$ cat src/rtl/dircoh_pkg.sv
`timescale 1ns/1ps
package dircoh_pkg;
  typedef enum logic [1:0] {
    BLK_UNCACHED = 2'd0,
    BLK_SHARED   = 2'd1,
    BLK_MODIFIED = 2'd2
  } blk_state_e;

  typedef enum logic [1:0] {
    MSG_INVAL       = 2'd0,
    MSG_FETCH       = 2'd1,
    MSG_FETCH_INVAL = 2'd2
  } msg_kind_e;

  typedef enum logic [1:0] {
    CT_IDLE  = 2'd0,
    CT_SEND  = 2'd1,
    CT_GRANT = 2'd2
  } ctl_state_e;
endpackage

$ cat src/rtl/dircoh_table.sv
`timescale 1ns/1ps
module dircoh_table
  import dircoh_pkg::*;
#(
  parameter int NODES  = 4,
  parameter int ADDR_W = 4,
  parameter int NID_W  = 2
) (
  input  logic              clk,
  input  logic              rst_n,
  input  logic [ADDR_W-1:0] rd_addr,
  output blk_state_e        rd_state,
  output logic [NODES-1:0]  rd_sharers,
  output logic [NID_W-1:0]  rd_owner,
  input  logic              wr_en,
  input  logic [ADDR_W-1:0] wr_addr,
  input  blk_state_e        wr_state,
  input  logic [NODES-1:0]  wr_sharers,
  input  logic [NID_W-1:0]  wr_owner
);
  localparam int NBLK = 1 << ADDR_W;

  blk_state_e       st_q  [NBLK];
  logic [NODES-1:0] sh_q  [NBLK];
  logic [NID_W-1:0] own_q [NBLK];

  always_ff @(posedge clk) begin
    if (!rst_n) begin
      for (int i = 0; i < NBLK; i++) begin
        st_q[i]  <= BLK_UNCACHED;
        sh_q[i]  <= '0;
        own_q[i] <= '0;
      end
    end else if (wr_en) begin
      st_q[wr_addr]  <= wr_state;
      sh_q[wr_addr]  <= wr_sharers;
      own_q[wr_addr] <= wr_owner;
    end
  end

  assign rd_state   = st_q[rd_addr];
  assign rd_sharers = sh_q[rd_addr];
  assign rd_owner   = own_q[rd_addr];

  // a modified block has exactly one holder, and that holder is the owner
  assert_single_owner_R5: assert property (@(posedge clk) disable iff (!rst_n)
    (wr_en && wr_state == BLK_MODIFIED) |->
      ($countones(wr_sharers) == 1 && wr_sharers[wr_owner]));

  // a shared block always lists at least one holder
  assert_shared_holder_R2: assert property (@(posedge clk) disable iff (!rst_n)
    (wr_en && wr_state == BLK_SHARED) |-> (wr_sharers != '0));
endmodule

$ cat src/rtl/dircoh_pick.sv
`timescale 1ns/1ps
module dircoh_pick #(
  parameter int NODES = 4,
  parameter int NID_W = 2
) (
  input  logic [NODES-1:0] pend,
  output logic             any,
  output logic [NID_W-1:0] idx
);
  always_comb begin
    any = 1'b0;
    idx = '0;
    for (int i = NODES - 1; i >= 0; i--) begin
      if (pend[i]) begin
        any = 1'b1;
        idx = NID_W'(i);
      end
    end
  end
endmodule

$ cat src/rtl/dircoh_ctrl.sv
`timescale 1ns/1ps
module dircoh_ctrl
  import dircoh_pkg::*;
#(
  parameter int NODES  = 4,
  parameter int ADDR_W = 4,
  parameter int NID_W  = 2
) (
  input  logic              clk,
  input  logic              rst_n,
  input  logic              req_valid,
  output logic              req_ready,
  input  logic              req_write,
  input  logic [NID_W-1:0]  req_node,
  input  logic [ADDR_W-1:0] req_addr,
  output logic              out_valid,
  input  logic              out_ready,
  output logic [1:0]        out_kind,
  output logic [NID_W-1:0]  out_dest,
  output logic [ADDR_W-1:0] out_addr,
  input  logic              rsp_valid,
  input  logic [NID_W-1:0]  rsp_node,
  output logic              grant_valid,
  input  logic              grant_ready,
  output logic [NID_W-1:0]  grant_node,
  output logic [ADDR_W-1:0] grant_addr,
  output logic              grant_excl,
  output logic [ADDR_W-1:0] tb_rd_addr,
  input  blk_state_e        tb_rd_state,
  input  logic [NODES-1:0]  tb_rd_sharers,
  input  logic [NID_W-1:0]  tb_rd_owner,
  output logic              tb_wr_en,
  output logic [ADDR_W-1:0] tb_wr_addr,
  output blk_state_e        tb_wr_state,
  output logic [NODES-1:0]  tb_wr_sharers,
  output logic [NID_W-1:0]  tb_wr_owner,
  output logic [NODES-1:0]  pk_pend,
  input  logic              pk_any,
  input  logic [NID_W-1:0]  pk_idx
);
  ctl_state_e       st_q;
  logic             write_q;
  logic [NID_W-1:0] node_q;
  logic [ADDR_W-1:0] addr_q;
  msg_kind_e        kind_q;
  logic [NODES-1:0] send_q, ack_q;
  logic             upd_q;
  blk_state_e       nst_q;
  logic [NODES-1:0] nsh_q;
  logic [NID_W-1:0] nown_q;

  // decision taken from the request and the current table entry
  logic             accept;
  logic [NODES-1:0] req_bit, own_bit;
  logic [NODES-1:0] d_tgt;
  msg_kind_e        d_kind;
  logic             d_upd;
  blk_state_e       d_st;
  logic [NODES-1:0] d_sh;

  assign tb_rd_addr = req_addr;
  assign req_ready  = (st_q == CT_IDLE);
  assign accept     = req_valid && req_ready;
  assign req_bit    = NODES'(1) << req_node;
  assign own_bit    = NODES'(1) << tb_rd_owner;

  always_comb begin
    d_tgt  = '0;
    d_kind = MSG_INVAL;
    d_upd  = 1'b1;
    d_st   = BLK_SHARED;
    d_sh   = req_bit;
    if (tb_rd_state == BLK_MODIFIED && tb_rd_owner == req_node) begin
      d_upd = 1'b0;
      d_st  = BLK_MODIFIED;
    end else if (!req_write) begin
      d_st = BLK_SHARED;
      if (tb_rd_state == BLK_MODIFIED) begin
        d_tgt  = own_bit;
        d_kind = MSG_FETCH;
        d_sh   = own_bit | req_bit;
      end else if (tb_rd_state == BLK_SHARED) begin
        d_sh = tb_rd_sharers | req_bit;
      end
    end else begin
      d_st = BLK_MODIFIED;
      if (tb_rd_state == BLK_MODIFIED) begin
        d_tgt  = own_bit;
        d_kind = MSG_FETCH_INVAL;
      end else if (tb_rd_state == BLK_SHARED) begin
        d_tgt  = tb_rd_sharers & ~req_bit;
        d_kind = MSG_INVAL;
      end
    end
  end

  // message issue and reply collection
  logic             out_fire, rsp_hit, grant_fire;
  logic [NODES-1:0] send_nxt, ack_nxt;

  assign pk_pend    = send_q;
  assign out_valid  = (st_q == CT_SEND) && pk_any;
  assign out_dest   = pk_idx;
  assign out_kind   = kind_q;
  assign out_addr   = addr_q;
  assign out_fire   = out_valid && out_ready;
  assign rsp_hit    = rsp_valid && (st_q == CT_SEND);
  assign send_nxt   = send_q & ~(out_fire ? (NODES'(1) << pk_idx) : '0);
  assign ack_nxt    = ack_q  & ~(rsp_hit  ? (NODES'(1) << rsp_node) : '0);

  assign grant_valid = (st_q == CT_GRANT);
  assign grant_node  = node_q;
  assign grant_addr  = addr_q;
  assign grant_excl  = write_q;
  assign grant_fire  = grant_valid && grant_ready;

  assign tb_wr_en      = grant_fire && upd_q;
  assign tb_wr_addr    = addr_q;
  assign tb_wr_state   = nst_q;
  assign tb_wr_sharers = nsh_q;
  assign tb_wr_owner   = nown_q;

  always_ff @(posedge clk) begin
    if (!rst_n) begin
      st_q    <= CT_IDLE;
      write_q <= 1'b0;
      node_q  <= '0;
      addr_q  <= '0;
      kind_q  <= MSG_INVAL;
      send_q  <= '0;
      ack_q   <= '0;
      upd_q   <= 1'b0;
      nst_q   <= BLK_UNCACHED;
      nsh_q   <= '0;
      nown_q  <= '0;
    end else begin
      case (st_q)
        CT_IDLE: begin
          if (accept) begin
            write_q <= req_write;
            node_q  <= req_node;
            addr_q  <= req_addr;
            kind_q  <= d_kind;
            send_q  <= d_tgt;
            ack_q   <= d_tgt;
            upd_q   <= d_upd;
            nst_q   <= d_st;
            nsh_q   <= d_sh;
            nown_q  <= req_node;
            st_q    <= (d_tgt == '0) ? CT_GRANT : CT_SEND;
          end
        end
        CT_SEND: begin
          send_q <= send_nxt;
          ack_q  <= ack_nxt;
          if (send_nxt == '0 && ack_nxt == '0) st_q <= CT_GRANT;
        end
        CT_GRANT: begin
          if (grant_fire) st_q <= CT_IDLE;
        end
        default: st_q <= CT_IDLE;
      endcase
    end
  end

  assert_msg_hold_R7: assert property (@(posedge clk) disable iff (!rst_n)
    (out_valid && !out_ready) |=>
      (out_valid && $stable(out_dest) && $stable(out_kind) && $stable(out_addr)));

  assert_msg_pending_R7: assert property (@(posedge clk) disable iff (!rst_n)
    out_valid |-> (send_q[out_dest] && ack_q[out_dest]));

  assert_grant_hold_R8: assert property (@(posedge clk) disable iff (!rst_n)
    (grant_valid && !grant_ready) |=>
      (grant_valid && $stable(grant_node) && $stable(grant_addr) && $stable(grant_excl)));

  assert_stall_after_accept_R8: assert property (@(posedge clk) disable iff (!rst_n)
    (req_valid && req_ready) |=> !req_ready);

  assert_grant_after_acks_R9: assert property (@(posedge clk) disable iff (!rst_n)
    grant_valid |-> (ack_q == '0 && !out_valid));
endmodule

$ cat src/rtl/dircoh_dir.sv
`timescale 1ns/1ps
module dircoh_dir
  import dircoh_pkg::*;
#(
  parameter int NODES  = 4,
  parameter int ADDR_W = 4,
  localparam int NID_W = (NODES > 1) ? $clog2(NODES) : 1
) (
  input  logic              clk,
  input  logic              rst_n,
  input  logic              req_valid,
  output logic              req_ready,
  input  logic              req_write,
  input  logic [NID_W-1:0]  req_node,
  input  logic [ADDR_W-1:0] req_addr,
  output logic              out_valid,
  input  logic              out_ready,
  output logic [1:0]        out_kind,
  output logic [NID_W-1:0]  out_dest,
  output logic [ADDR_W-1:0] out_addr,
  input  logic              rsp_valid,
  input  logic [NID_W-1:0]  rsp_node,
  output logic              grant_valid,
  input  logic              grant_ready,
  output logic [NID_W-1:0]  grant_node,
  output logic [ADDR_W-1:0] grant_addr,
  output logic              grant_excl
);
  logic [ADDR_W-1:0] rd_addr, wr_addr;
  blk_state_e        rd_state, wr_state;
  logic [NODES-1:0]  rd_sharers, wr_sharers, pend;
  logic [NID_W-1:0]  rd_owner, wr_owner, pick_idx;
  logic              wr_en, pick_any;

  dircoh_table #(.NODES(NODES), .ADDR_W(ADDR_W), .NID_W(NID_W)) u_table (
    .clk(clk), .rst_n(rst_n),
    .rd_addr(rd_addr), .rd_state(rd_state), .rd_sharers(rd_sharers), .rd_owner(rd_owner),
    .wr_en(wr_en), .wr_addr(wr_addr), .wr_state(wr_state),
    .wr_sharers(wr_sharers), .wr_owner(wr_owner)
  );

  dircoh_pick #(.NODES(NODES), .NID_W(NID_W)) u_pick (
    .pend(pend), .any(pick_any), .idx(pick_idx)
  );

  dircoh_ctrl #(.NODES(NODES), .ADDR_W(ADDR_W), .NID_W(NID_W)) u_ctrl (
    .clk(clk), .rst_n(rst_n),
    .req_valid(req_valid), .req_ready(req_ready), .req_write(req_write),
    .req_node(req_node), .req_addr(req_addr),
    .out_valid(out_valid), .out_ready(out_ready), .out_kind(out_kind),
    .out_dest(out_dest), .out_addr(out_addr),
    .rsp_valid(rsp_valid), .rsp_node(rsp_node),
    .grant_valid(grant_valid), .grant_ready(grant_ready), .grant_node(grant_node),
    .grant_addr(grant_addr), .grant_excl(grant_excl),
    .tb_rd_addr(rd_addr), .tb_rd_state(rd_state), .tb_rd_sharers(rd_sharers),
    .tb_rd_owner(rd_owner),
    .tb_wr_en(wr_en), .tb_wr_addr(wr_addr), .tb_wr_state(wr_state),
    .tb_wr_sharers(wr_sharers), .tb_wr_owner(wr_owner),
    .pk_pend(pend), .pk_any(pick_any), .pk_idx(pick_idx)
  );
endmodule

$ cat config.mk
export PLATFORM = sky130hd
export DESIGN_NAME = dircoh_dir
export DESIGN_NICKNAME = d
export VERILOG_FILES = /design/src/rtl/dircoh_pkg.sv /design/src/rtl/dircoh_table.sv /design/src/rtl/dircoh_pick.sv /design/src/rtl/dircoh_ctrl.sv /design/src/rtl/dircoh_dir.sv
export SDC_FILE = /design/constraint.sdc
export NUM_CORES = 1
export LEC_CHECK = 0
export ABC_AREA = 1
export BUFFER_PORTS_ARGS = -buffer_cell sky130_fd_sc_hd__clkbuf_2
export CORE_ASPECT_RATIO = 0.5
export CORE_MARGIN = 3
export CORE_UTILIZATION = 40
export CTS_BUF_LIST = sky130_fd_sc_hd__clkbuf_16
export CTS_CLUSTER_DIAMETER = 100
export DETAILED_ROUTE_END_ITERATION = 7
export PLACE_DENSITY = 0.67
export SETUP_SLACK_MARGIN = 0.5
export SYNTH_ARGS = -nofsm -noshare
export SYNTH_HDL_FRONTEND = slang
export SYNTH_SLANG_ARGS = --single-unit
$ cat constraint.sdc
create_clock -name clk -period 4.8 [get_ports clk]
set_clock_uncertainty 0.15 [all_clocks]
set_input_delay 0 -clock clk [delete_from_list [all_inputs] [get_ports clk]]
set_output_delay 0 -clock clk [all_outputs]
set_load 0.01 [all_outputs]
# --- Yosys cells after proc, flatten, opt, wreduce, memory -nomap -nowiden ---
# Memories as Yosys holds them, arrays and structs flattened.
# Index checks and enable logic that the tools add are counted.
totals:
  inputBits: 15
  output_inout_bits: 18
  register_bits: 26
  n_memories: 3
  mem_bits_rw: 128
memory_table:
  columns: ["name", "words", "word_bits", "rd", "rd_ports_with_merged_regs", "write_ports", "line_no", "text"]
  rows:
  - ["u_table.sh_q", 16, 4, 1, 0, 16, "dircoh_table.sv:24", "logic [NODES-1:0] sh_q [NBLK];"]
  - ["u_table.own_q", 16, 2, 1, 0, 16, "dircoh_table.sv:25", "logic [NID_W-1:0] own_q [NBLK];"]
  - ["u_table.st_q", 16, 2, 1, 0, 16, "dircoh_table.sv:23", "blk_state_e st_q [NBLK];"]
op_classes:
  bitwise: 8
  n_eq_ne: 8
  n_reduce_logical: 19
  mux: 47
  shift: 4
ops:
  columns: ["op", "n"]
  rows:
  - ["4-bit two-way mux", 16]
  - ["2-bit two-way mux", 15]
  - ["4-bit case mux with 2 select lines", 2]
  - ["1-bit by 2-bit << shifter with 4-bit output (first input constant)", 4]
  - ["1-bit two-way mux", 13]
  - ["4-bit AND", 3]
  - ["4-bit logical NOT", 3]
  - ["4-bit NOT", 3]
  - ["1-bit logical AND", 8]
  - ["4-bit bitwise OR", 2]
  - ["2-bit inequality test (second input constant)", 3]
  - ["2-bit case mux with 3 select lines", 1]
  - ["2-bit by 1-bit == test with 1-bit output (second input constant)", 2]
  - ["2-bit == test (second input constant)", 2]
  - ["2-bit AND reduction", 2]
  - ["2-bit OR reduction", 2]
  - ["4-bit OR reduction", 1]
  - ["3-bit AND reduction", 1]
  - ["2-bit == test", 1]
  - ["2-bit logical NOT", 1]
  - ["2-bit nonzero test", 1]

# --- Logic depth before layout (Yosys ltp) ---
depth:
  ltp_word: 13
  mapped_depth: 19
  mapped_depth_nobuf: 17

# --- Modules after synthesis ---
# From an unflattened synthesis, not the netlist that was laid out.
unflattened:
  hier_cells: 948
  area_unflattened_um2: 7813.7
modules_own_cells:
  columns: ["mod", "cells_per_inst", "area_per_inst_um2", "seq_area_each_um2", "instances"]
  rows:
  - ["dircoh_table", 708, 6248.5, 3843.7, 1]
  - ["dircoh_ctrl", 232, 1529.0, 520.5, 1]
  - ["dircoh_pick", 8, 36.3, 0.0, 1]

# --- Worst setup path after synthesis ---
# Ideal clock, no wire load.
synth_timing:
  path_kind: "flip-flop to flip-flop"
  startpoint: "reg u_ctrl.st_q[1]"
  endpoint: "mem u_table.own_q[10][0] (enable)"
  t_arrival_ns: 1.646
  required_time_ns: 4.321
  period_less_slack_ns: 2.125
  path_slack_ns: 2.675
  path_buffers: 0
  stages_incl_launch_ff: 7
  setup_time_ns: 0.329
  cell_sequence: "dfxtp_1 > inv_1 > nor2_1 > nand4_1 > nor3_1 > nand2_1 > nand2_1"
synth_rtl:
  columns: ["item", "line_no", "text"]
  rows:
  - ["start: declaration", "dircoh_ctrl.sv:41", "ctl_state_e st_q;"]
  - ["start signal: assignment", "dircoh_ctrl.sv:150", "st_q <= (d_tgt == '0) ? CT_GRANT : CT_SEND;"]
  - ["end: declaration", "dircoh_table.sv:25", null]

==> impl_metrics.json <==
{
  "p_seq_share_pct": 45.4,
  "fp.dieW_um": 200,
  "synth_largest_area_cell": "edfxtp_1",
  "coreArea_mm2": 0.0179,
  "power.total_uw": 3500,
  "firstDrtPassIters": 5,
  "diodes": 0,
  "p_comb_share_pct": 16.4,
  "port_buffers": 32,
  "ys_top_cells_by_area": "edfxtp_1, nand2_1, nor2_1",
  "drc": 0,
  "layout.area.seq_mm2": 0.00436,
  "finalCriticalPeriod_ps": 2730,
  "ir_drop_uv": 243,
  "pwr_density_cell_mw_per_mm2": 415,
  "cts.sinks": 154,
  "cts_buffer_depth": 2,
  "tns_ps": 0,
  "synth.ff_latch_count": 154,
  "yosys.area.top_type_share_pct": 51.2,
  "multiInputGateArea_mm2": 0.00250,
  "power.switching_uw": 1090,
  "synth_edf_count": 128,
  "htree_levels": 4,
  "power_switching_share_pct": 31.1,
  "antenna_found_initial": 0,
  "avgSynthCellArea_um2": 8.49,
  "gp_congestion": 0.857,
  "die_area_mm2": 0.0205,
  "ys_seq_area_share_pct": 58.2,
  "min_path_type": "in2reg",
  "cp_max_fo": 9,
  "hold_violations": 0,
  "totalWireLength_mm": 19.8,
  "fmax_mhz": 366,
  "syn_to_final_growth_pct": 12.2,
  "worstPathCellList": "inv_1, nor2_1, nand4_1, nor3_1, nand2_1, nand2_1",
  "cts_buffers": 17,
  "netlist_area_mm2": 0.00750,
  "status": "finished, final reports clean",
  "fill_cells": 1726,
  "drtAntennaViolNets": 0,
  "tritoncts": "built",
  "grt_setup_unrepaired": "no",
  "critPathMaxStageDelay_ps": 440,
  "cts_resized": 0,
  "clk_pin_slew_ps": 70,
  "synthFlopType": "edfxtp_1",
  "p_clk_share_pct": 38.3,
  "p_leak_uw": 0.00349,
  "grt_pass1_wl_mm": 31.2,
  "min_period_over_period_pct": 56.9,
  "worst_slew_pin_slew_ps": 897,
  "finalSetupViolations": 0,
  "p_int_uw": 2410,
  "viasPerCell": 5.23,
  "die_h_um": 103,
  "routedWlPerCell_um": 17.2,
  "drive_gt1_share_pct": 8.40,
  "cpMostUsedCell": "nand2_1",
  "async_flop_share_pct": 0,
  "max_cap_viol_count": 0,
  "grt_start_max_net_pins": 61,
  "overflow": 0,
  "synth_nets": 899,
  "crit_arrival_ps": 2650,
  "root_buffer": "clkbuf_16",
  "utilization_pct": 47.1,
  "rows": 34,
  "end_kind": "flip-flop",
  "yosysWarnings": 0,
  "required_ps": 4720,
  "synth_most_common_cell": "nand2_1",
  "track_usage_pct": 20.0,
  "drv_slew": 0,
  "drt_iter0_drc": 506,
  "grt_pass1_vias": 5709,
  "slew_headroom_pct": 40.2,
  "syn_inst": 884,
  "synthDistinctLibCells": 29,
  "critical_path_class": "reg2reg",
  "final_nets": 919,
  "ios": 33,
  "critPathSlowestCell": "nand2_1",
  "vias": 6019,
  "start_kind": "flip-flop",
  "start_util_pct": 42.0,
  "synthTopCellsByCount": "nand2_1, nor2_1, edfxtp_1, inv_1, nand3_1",
  "place_hpwl_mm": 12.9,
  "insertion_delay_ps": 430
}
## registers in the layout (all words and copies together), names as in the netlist
name and flops:
u_ctrl.ack_q 4, u_ctrl.grant_addr 4, u_ctrl.grant_excl 1, u_ctrl.out_kind 2, u_ctrl.pk_pend 4, u_ctrl.st_q 2
u_ctrl.tb_wr_owner 2, u_ctrl.tb_wr_sharers 4, u_ctrl.tb_wr_state 2, u_ctrl.upd_q 1, u_table.own_q 32, u_table.sh_q 64
u_table.st_q 32
## final timing paths
path / from / endpoint / slack (ps) / cells after the start
max: u_ctrl.st_q[1]$_SDFFE_PN0P_ / u_table.sh_q[5][1]$_SDFFCE_PN0P_ / 2070 / 6
min: rst_n / u_ctrl.tb_wr_state[1]$_SDFFE_PN0P_ / 200 / 3
max reg2reg: u_ctrl.st_q[1]$_SDFFE_PN0P_ / u_table.sh_q[5][1]$_SDFFCE_PN0P_ / 2070 / 6
min reg2reg: u_ctrl.grant_excl$_SDFFE_PN0P_ / u_ctrl.grant_excl$_SDFFE_PN0P_ / 320 / 2
## repair_timing
item / in CTS / in global routing
hold endpoints to repair: 22 / 0
buffers inserted: 0 / 0
hold buffers: 11 / 0
## per-stage QoR
stage                     cell area (um^2)  worst slack (ps)  hold slack [ps]  std cells
after floorplan                       7500              2670           -0.973        884
after global placement                7720              1920              127       1108
after global routing                  8420              1800              248       1151
after CTS                             8420              2050              169       1151
final                                 8420              2070              196       1151
after detailed placement              7720              1870              134       1108
## power by group through the flow
stage          combinational [uW]  sequential, uW  clock, uW
6_report                      572            1590       1340
5_1_grt                       631            1600       1400
4_1_cts                       570            1580       1340
3_5_place_dp                  559            1610          0
3_3_place_gp                  558            1610          0
2_1_floorplan                 379            1600          0
## worst max-delay path: cells and delay by family (launching register included)
kind                   cells  cell delay (ps)
buffers and inverters      1               60
DFF                        1              430
and+or+nand+nor            5             1740
## logic make-up (layout without fill, tap and decap cells)
logic type,count (synthesis),after routing,share of synthesized area (%)
flops,154,154,58.2
simple gates,503,503,27.2
buf+inv,147,180,8.52
compound gates,79,79,5.99
xor+xnor,1,1,0.117
## layer usage
layer  vias up  global-route usage [%]  share of wire (%)  wire length [um]
met5         -                       0                  0                 0
met4         0                    5.89                1.2               231
met3        24                    4.18                8.6              1710
met2       252                    31.5                 45              9010
met1      2838                    28.3                 45              8870
li1       2905                       -                  -                 -
## placed cells by master, fill, tap and decap left out, types with 4 or more instances in the layout
cell | netlist | final
nand2_1 | 237 | 237
nor2_1 | 167 | 167
edfxtp_1 | 128 | 128
inv_1 | 94 | 94
nand3_1 | 81 | 81
clkbuf_2 | 0 | 32
a21oi_1 | 29 | 29
o21ai_0 | 28 | 28
dfxtp_1 | 26 | 26
clkbuf_16 | 0 | 17
dlygate4sd3_1 | 0 | 11
o211ai_1 | 9 | 9
nand4_1 | 7 | 7
nor3_1 | 6 | 6
inv_6 | 0 | 5
inv_2 | 4 | 4
clkinv_1 | 4 | 4
o21ai_1 | 4 | 4
o31ai_1 | 4 | 4
clkinv_4 | 0 | 4
## cell type report
| cell class | count | share of cell area, % |
|---|---|---|
| clock buffers | 17 | 5.05 |
| clock inverters | 15 | 1.92 |
| inverters | 103 | 4.62 |
| multi-input cells | 583 | 29.7 |
| flip-flops and latches | 154 | 51.9 |
| well taps | 234 | 3.48 |
| repair buffers | 45 | 3.39 |
No activity file was read; power rests on OpenSTA's default activity.
